--- src/rtl/shif_pkg.sv ---
package shif_pkg;
    parameter int ADDR_W = 14;
    parameter int DATA_W = 16;

    typedef enum logic [1:0] {
        S_IDLE,
        S_ARB,
        S_RDLAT,
        S_ACK
    } state_t;

    typedef struct packed {
        logic              wr;
        logic              ram;
        logic [ADDR_W-1:0] addr;
        logic [DATA_W-1:0] data;
    } cmd_t;
endpackage

--- src/rtl/shif_capture.sv ---
module shif_capture
    import shif_pkg::*;
(
    input  logic              clk,
    input  logic              rst_n,
    input  logic              arm,
    input  logic              strb_n,
    input  logic              sel_n,
    input  logic              rw,
    input  logic              pol_strap,
    input  logic              mr_sel,
    input  logic [ADDR_W-1:0] addr,
    input  logic [DATA_W-1:0] wdata,
    output logic              start,
    output cmd_t              cmd
);
    logic strb_q;

    assign start = arm && strb_q && !strb_n && !sel_n;

    always_ff @(posedge clk) begin
        if (!rst_n) begin
            strb_q <= 1'b1;
            cmd    <= '0;
        end else begin
            strb_q <= strb_n;
            if (start) begin
                cmd.wr   <= pol_strap ? rw : !rw;
                cmd.ram  <= mr_sel;
                cmd.addr <= addr;
                cmd.data <= wdata;
            end
        end
    end

    // the captured access does not follow the bus after the start edge
    a_r3_cmd_frozen: assert property (@(posedge clk) disable iff (!rst_n)
        !start |=> $stable(cmd));
endmodule

--- src/rtl/shif_arb.sv ---
module shif_arb #(
    parameter int MAX_WAIT = 4
) (
    input  logic clk,
    input  logic rst_n,
    input  logic hreq,
    input  logic cl_req,
    output logic h_gnt,
    output logic c_gnt
);
    localparam int CW = $clog2(MAX_WAIT + 2);

    logic [CW-1:0] wcnt;
    logic          force_h;

    assign force_h = (wcnt == CW'(MAX_WAIT));

    always_comb begin
        h_gnt = hreq && (!cl_req || force_h);
        c_gnt = cl_req && !h_gnt;
    end

    always_ff @(posedge clk) begin
        if (!rst_n)
            wcnt <= '0;
        else if (!hreq || h_gnt)
            wcnt <= '0;
        else
            wcnt <= wcnt + 1'b1;
    end

    // the host is never denied more than MAX_WAIT cycles in a row
    a_r8_wait_bound: assert property (@(posedge clk) disable iff (!rst_n)
        wcnt <= CW'(MAX_WAIT));

    // a denied host request always means the client holds the slot
    a_r8_client_served: assert property (@(posedge clk) disable iff (!rst_n)
        (hreq && !h_gnt) |-> (c_gnt && cl_req));
endmodule

--- src/rtl/shif_regfile.sv ---
module shif_regfile
    import shif_pkg::*;
#(
    parameter int NREG = 8
) (
    input  logic                    clk,
    input  logic                    rst_n,
    input  logic                    we,
    input  logic [$clog2(NREG)-1:0] idx,
    input  logic [DATA_W-1:0]       wdata,
    output logic [DATA_W-1:0]       rdata
);
    logic [DATA_W-1:0] regs [NREG];

    for (genvar g = 0; g < NREG; g++) begin : g_reg
        always_ff @(posedge clk) begin
            if (!rst_n)
                regs[g] <= '0;
            else if (we && (idx == g))
                regs[g] <= wdata;
        end
    end

    assign rdata = regs[idx];
endmodule

--- src/rtl/shif_top.sv ---
module shif_top
    import shif_pkg::*;
#(
    parameter int NREG     = 8,
    parameter int MAX_WAIT = 4
) (
    input  logic              clk,
    input  logic              rst_n,
    input  logic              zw_strap,
    input  logic              pol_strap,
    input  logic              sel_n,
    input  logic              strb_n,
    input  logic              rw,
    input  logic              mr_sel,
    input  logic [ADDR_W-1:0] addr,
    input  logic [DATA_W-1:0] wdata,
    output logic [DATA_W-1:0] rdata,
    output logic              ready_n,
    input  logic              cl_req,
    input  logic              cl_we,
    input  logic [ADDR_W-1:0] cl_addr,
    input  logic [DATA_W-1:0] cl_wdata,
    output logic              cl_gnt,
    output logic [DATA_W-1:0] cl_rdata,
    output logic              mem_en,
    output logic              mem_we,
    output logic [ADDR_W-1:0] mem_addr,
    output logic [DATA_W-1:0] mem_wdata,
    input  logic [DATA_W-1:0] mem_rdata
);
    localparam int IW = $clog2(NREG);

    state_t            state, nxt;
    cmd_t              cmd;
    logic              start, hreq, h_gnt, c_gnt, served, rel_q, reg_we;
    logic [DATA_W-1:0] reg_rdata, rd_hold;

    shif_capture u_cap (
        .clk(clk), .rst_n(rst_n), .arm(state == S_IDLE),
        .strb_n(strb_n), .sel_n(sel_n), .rw(rw), .pol_strap(pol_strap),
        .mr_sel(mr_sel), .addr(addr), .wdata(wdata),
        .start(start), .cmd(cmd)
    );

    shif_arb #(.MAX_WAIT(MAX_WAIT)) u_arb (
        .clk(clk), .rst_n(rst_n), .hreq(hreq), .cl_req(cl_req),
        .h_gnt(h_gnt), .c_gnt(c_gnt)
    );

    shif_regfile #(.NREG(NREG)) u_regs (
        .clk(clk), .rst_n(rst_n), .we(reg_we), .idx(cmd.addr[IW-1:0]),
        .wdata(cmd.data), .rdata(reg_rdata)
    );

    // next-state logic
    always_comb begin
        nxt = state;
        unique case (state)
            S_IDLE:  if (start) nxt = S_ARB;
            S_ARB:   if (served) nxt = !cmd.wr ? S_RDLAT : (zw_strap ? S_ACK : S_IDLE);
            S_RDLAT: nxt = zw_strap ? S_ACK : S_IDLE;
            S_ACK:   if (strb_n) nxt = S_IDLE;
            default: nxt = S_IDLE;
        endcase
    end

    // state register and data holding
    always_ff @(posedge clk) begin
        if (!rst_n) begin
            state   <= S_IDLE;
            rel_q   <= 1'b0;
            rd_hold <= '0;
        end else begin
            state <= nxt;
            if (nxt == S_IDLE)
                rel_q <= 1'b0;
            else if (state != S_IDLE && strb_n)
                rel_q <= 1'b1;
            if (state == S_RDLAT)
                rd_hold <= cmd.ram ? mem_rdata : reg_rdata;
        end
    end

    // outputs
    always_comb begin
        hreq      = (state == S_ARB) && cmd.ram;
        served    = (state == S_ARB) && (!cmd.ram || h_gnt);
        reg_we    = (state == S_ARB) && !cmd.ram && cmd.wr;
        if (zw_strap)
            ready_n = (state != S_ACK);
        else
            ready_n = (state == S_ARB || state == S_RDLAT) && (rel_q || strb_n);
        cl_gnt    = c_gnt;
        mem_en    = h_gnt || c_gnt;
        mem_we    = h_gnt ? cmd.wr : (c_gnt && cl_we);
        mem_addr  = h_gnt ? cmd.addr : cl_addr;
        mem_wdata = h_gnt ? cmd.data : cl_wdata;
    end

    assign rdata    = rd_hold;
    assign cl_rdata = mem_rdata;

    // a captured start always leaves idle
    a_r3_start_taken: assert property (@(posedge clk) disable iff (!rst_n)
        start |=> (state == S_ARB));

    // in acknowledged mode the handshake holds while the strobe is low
    a_r4_ack_hold: assert property (@(posedge clk) disable iff (!rst_n)
        (zw_strap && !ready_n && !strb_n) |=> !ready_n);

    // zero-wait handshake is high while a released access is unfinished
    a_r6_zw_pending: assert property (@(posedge clk) disable iff (!rst_n)
        (!zw_strap && hreq && !h_gnt && strb_n) |-> ready_n);

    // read data moves only at the end of a read fetch
    a_r7_rdata_stable: assert property (@(posedge clk) disable iff (!rst_n)
        (state != S_RDLAT) |=> $stable(rdata));
endmodule

--- config.mk ---
export PLATFORM = sky130hd
export DESIGN_NAME = shif_top
export DESIGN_NICKNAME = d
export VERILOG_FILES = /design/src/rtl/shif_pkg.sv /design/src/rtl/shif_capture.sv /design/src/rtl/shif_arb.sv /design/src/rtl/shif_regfile.sv /design/src/rtl/shif_top.sv
export SDC_FILE = /design/constraint.sdc
export NUM_CORES = 1
export LEC_CHECK = 0
export BUFFER_PORTS_ARGS = -buffer_cell sky130_fd_sc_hd__buf_2
export CAP_MARGIN = 30
export CORE_MARGIN = 1
export CORE_UTILIZATION = 40
export DETAILED_ROUTE_END_ITERATION = 16
export SYNTH_ARGS = -nofsm -noshare
export SYNTH_HDL_FRONTEND = slang
export SYNTH_SLANG_ARGS = --single-unit
export TNS_END_PERCENT = 30
--- constraint.sdc ---
create_clock -name clk -period 4.22 [get_ports clk]
set_clock_uncertainty 0.15 [all_clocks]
set_input_delay 0.633 -clock clk [delete_from_list [all_inputs] [get_ports clk]]
set_output_delay 0.633 -clock clk [all_outputs]
set_load 0.01 [all_outputs]
== Word level (Yosys, flattened, before mapping) ==
Memories as Yosys holds them, arrays and structs flattened. A register that Yosys moved wholly into a read port is not among the register bits.
Index checks and enable logic that the tools add are counted.

* Register bits: 55
* Bits in writable memories: 128
* Input bits: 86
* Word-level logic and storage cells: 118
* Memories kept: 1

* Add/sub/neg operators: 1
* Equality and inequality tests: 12
* Multiplexer cells: 47
* Bitwise logic cells: 9
* Reduce and logical (&&, ||, !) cells: 39

{| class="wikitable"
|+ Memories
! name !! words !! bits a word !! read ports !! clocked after memory_dff !! write ports !! line !! text
|-
| u_regs.regs || 8 || 16 || 1 || 1 || 8 || shif_regfile.sv:13 || <nowiki>logic [DATA_W-1:0] regs [NREG];</nowiki>
|}

{| class="wikitable"
|+ Operators by type and width
! operator !! count
|-
| $mux W16 || 10
|-
| $mux W1 || 28
|-
| $logic_and A1 B1 Y1 || 20
|-
| $eq A3 B3 Y1 const B || 5
|-
| $mux W14 || 1
|-
| $mux W2 || 5
|-
| $or A1 B1 Y1 || 8
|-
| $pmux W2 S4 || 1
|-
| $logic_not A1 Y1 || 7
|-
| $eq A3 B2 Y1 const B || 2
|-
| $logic_or A1 B1 Y1 || 6
|-
| $mux W3 || 2
|-
| $eq A2 B2 Y1 const B || 2
|-
| $logic_not A2 Y1 || 2
|-
| $reduce_or A2 Y1 || 2
|-
| $add A3 B1 Y3 const B || 1
|-
| $eq A3 B1 Y1 const B || 1
|-
| $logic_not A3 Y1 || 1
|-
| $eq A2 B1 Y1 const B || 1
|-
| $ne A2 B2 Y1 const B || 1
|-
| $reduce_bool A2 Y1 || 1
|-
| $not A1 Y1 || 1
|}

== Longest topological paths before layout ==
* Depth in word-level cells: 9
* Depth in mapped cells: 7
* Gate-level depth less buffers: 6

== Hierarchy ==
From an unflattened synthesis, not the netlist that was laid out.

* Cell total of the unflattened synthesis: 730
* Area total of the unflattened synthesis: 8,903.5 um^2

{| class="wikitable"
|+ By module, submodules not included
! module !! instances !! cells each !! area each (um^2) !! seq. area each (um^2)
|-
| shif_regfile || 1 || 412 || 5,894.4 || 3,843.7
|-
| shif_top || 1 || 158 || 1,495.2 || 380.4
|-
| shif_capture || 1 || 143 || 1,355.0 || 660.6
|-
| shif_arb || 1 || 17 || 158.9 || 60.1
|}

== Least setup slack after synthesis ==
No wires, ideal clock.

* Path type: reg-to-reg
* From: register state[1]
* To: memory u_regs.regs[2][0], enable pin
* Library setup time: 0.411 ns
* Arrival: 2.503 ns
* Data required time: 3.659 ns
* Slack: 1.156 ns
* Stages on the path, launching flop included: 6
* Path buffers: 0
* Period minus slack after synthesis: 3.064 ns
* Cell sequence: dfxtp_1 -> inv_1 -> ha_1 -> nand2_1 -> or4b_4 -> o21ai_0

{| class="wikitable"
|+ RTL lines
! what !! line !! text
|-
| from (decl) || shif_top.sv:33 || <nowiki>state_t state, nxt;</nowiki>
|-
| from (signal assigned) || shif_top.sv:74 || <nowiki>state <= nxt;</nowiki>
|-
| to (decl) || shif_regfile.sv:13 ||
|}

== Final worst setup path ==
* From: register state[1]
* To: output port mem_wdata[0]

* Cells in the longest elaborated chain, start to end: 4

{| class="wikitable"
|+ Ends and longest elaborated chain
! what !! line !! text
|-
| $eq A2 B1 Y1 || shif_top.sv:86 || <nowiki>hreq = (state == S_ARB) && cmd.ram;</nowiki>
|-
| $logic_and A1 B1 Y1 || shif_top.sv:86 ||
|-
| $logic_and A1 B1 Y1 || shif_arb.sv:19 || <nowiki>h_gnt = hreq && (!cl_req || force_h);</nowiki>
|-
| $mux W16 || shif_top.sv:97 || <nowiki>mem_wdata = h_gnt ? cmd.data : cl_wdata;</nowiki>
|-
| to (decl) || shif_top.sv:28 || <nowiki>output logic [DATA_W-1:0] mem_wdata,</nowiki>
|}

Every way passes these cells.

==> out/results.ini <==
[run_status]
status=completed

[cells_and_area]
drive_gt1_share_pct=31.5
layout.nets=934
synthToLayoutAreaGrowth_pct=18.1
final_cells=1129
diodes=0

[timing]
rsz0062_at_grt=false
hold_ws_ps=295
max-slew-margin-rel_pct=35.0
min_period_over_period_pct=81.1
finalCriticalPeriod_ps=3420
worst_slack_ps=799
tns_ps=0
hold_viol_final=0
drv_slew=0
fmax_ghz=0.292
setup_viol=0
worstMarginPinSlew_ps=972

[setup_path]
required_ps=3440
cp-end-kind=output port
start_kind=register
crit_fanout=33
r2r_cells=6
criticalPathCategory=reg2out
arrival_ps=2640

[cts]
cts-buffers-inserted=17
cts_htree_levels=4
cts.sinks=186
cts_setup_buffers=0
cts-resized-gates=0
clk_transition_reported_paths_ps=70
root_buffer=clkbuf_16
ctsHoldBuffers=0
cts_max_path_buffers=2
insertion_delay_ps=430
tritoncts=yes

[global_routing]
grt_remaining_overflow=0
grt_max_degree=39
track_usage_pct=17.9
antenna_found_initial=1
grt_pass1_wl_um=29900
grt_pass1_vias=5372

[drt]
vias=5579
drt_iter0_drc=325
drc=0
wl_per_cell_um=17.1
wl_um=19300
drtPass1Iterations=4
vias_per_cell=4.94
detail-route-antenna-nets=0

[synth]
synthesis.nets=803
synthCells=710
ys_async_sr_fraction_pct=0
ys_warn_count=0
synth_ff_type=edfxtp_1
ys_types=38
synthDominantAreaCellType=edfxtp_1
yosysTopAreaCellShare_pct=44.6
synth.area.top_cells=edfxtp_1 (45%), dfxtp_1 (13%), and2_1 (9.4%)
synth_edf_count=128
ys_seq_area_share_pct=58.1
synth_area_per_cell_um2=12.1
synthesis.area_um2=8620
ys_ff_latch=186

[run]
maxCapViolations=0

[die]
dieWidth_um=149
io_pins=152
initial_core_util_pct=40.9
rows=53
core_area_um2=21100
die_area_um2=22100
dieHeight_um=149

[power]
ir_drop_mv=0.285
cellLeakagePower_nw=3.89
p_per_area_nw_per_um2=428

[hold_path]
whs_path_depth=3
hp-class=in2reg

[placement]
port_buffers=151
place_congestion=0.771
dp.cells=1097
dp_slack_ps=1190
dp_hpwl_um=13100

[per-stage QoR]
stage	utilization, %	instance area [µm²]	power, mW
2_1_floorplan	-	8620	2.55
3_3_place_gp	45.3	9550	2.78
3_5_place_dp	45.4	9580	2.80
4_1_cts	48.3	10200	4.39
5_1_grt	48.3	10200	4.53
6_report	48.3	10200	4.35
[state kept, by name, indices dropped and copies added (netlist names), named ones only]
name and cells:
u_cap.cmd 32, rel_q 1, u_cap.strb_q 1, u_arb.wcnt 3, u_regs.regs 128, state 2, rdata 16
[synth_stat cells, types with 5 or more instances]
cell / instances
a21boi_0: 32
a22oi_1: 32
and2_1: 129
buf_2: 18
buf_4: 16
clkbuf_1: 22
dfxtp_1: 58
edfxtp_1: 128
ha_1: 7
inv_1: 7
mux2_2: 62
mux2i_1: 33
nand2_1: 73
nand2b_1: 5
nor2_1: 13
nor2b_1: 5
o21ai_0: 18
o21ai_1: 11
o221ai_1: 16
[worst paths after layout]
check                      startpoint                         endpoint  slack (ps)
max               state[1]$_SDFF_PN0_                     mem_wdata[0]         800
min                          wdata[2]        u_cap.cmd[2]$_SDFFE_PN0P_         300
max reg2reg       state[1]$_SDFF_PN0_  u_regs.regs[0][5]$_SDFFCE_PN0P_        1750
min reg2reg  u_arb.wcnt[0]$_SDFF_PP0_         u_arb.wcnt[0]$_SDFF_PP0_         300
[cell type report]
| cell class | instances | area (µm²) |
|---|---|---|
| Clock buffer | 23 | 532 |
| Clock inverter | 9 | 70.1 |
| Fill cell | 1913 | 10900 |
| Inverter | 7 | 26.3 |
| Multi-Input combinational cell | 459 | 3290 |
| Sequential cell | 186 | 5010 |
| Tap cell | 275 | 344 |
| Timing Repair Buffer | 170 | 906 |
[power breakdown]
part | leakage (nW) | total, mW | switching, mW | internal [mW]
Combinational | 1.80 | 0.603 | 0.340 | 0.263
Clock | 0.297 | 1.60 | 0.702 | 0.901
Sequential | 1.79 | 2.15 | 0.0950 | 2.05
[per-layer routing]
metal / global-route usage (%) / vias to the layer above / share of wire (%)
met5: 0 / - / 0
met4: 4.13 / 0 / 0.69
met3: 3.58 / 9 / 4.4
met2: 28.3 / 171 / 45
met1: 25.4 / 2601 / 50
li1: - / 2798 / -
[worst max-delay path: stages (launching register included)]
cell and delay, ps:
dfxtp_1 360, inv_1 120, ha_1 310, nand2_1 160, nor2_4 690, mux2_2 410
buf_2 140
[logic make-up (layout without fill, tap and decap cells)]
| logic type | count (synthesis) | in the layout | synth area share (%) |
|---|---|---|---|
| buffers and inverters | 65 | 209 | 3.96 |
| AO/OA/AOI/OAI | 116 | 116 | 9.57 |
| flip-flops | 186 | 186 | 58.1 |
| adder cells (fa/ha/maj) | 7 | 7 | 1.02 |
| AND/OR/NAND/NOR | 239 | 239 | 15.2 |
| multiplexers | 95 | 95 | 11.9 |
| XOR/XNOR | 2 | 2 | 0.203 |
[cells in the final DEF (no fill, tap or decap), drive strengths merged, types with 3 or more instances in the layout]
| cell | instances |
|---|---|
| buf | 170 |
| inv | 12 |
| a22oi | 32 |
| nor2 | 15 |
| nor2b | 5 |
| nand2b | 5 |
| dfxtp | 58 |
| nand2 | 73 |
| ha | 7 |
| edfxtp | 128 |
| clkbuf | 23 |
| mux2i | 33 |
| mux2 | 62 |
| clkinv | 3 |
| and2 | 129 |
| o221ai | 16 |
| a21boi | 33 |
| o21ai | 29 |
Note: power is estimated with default switching activity, not from simulation.
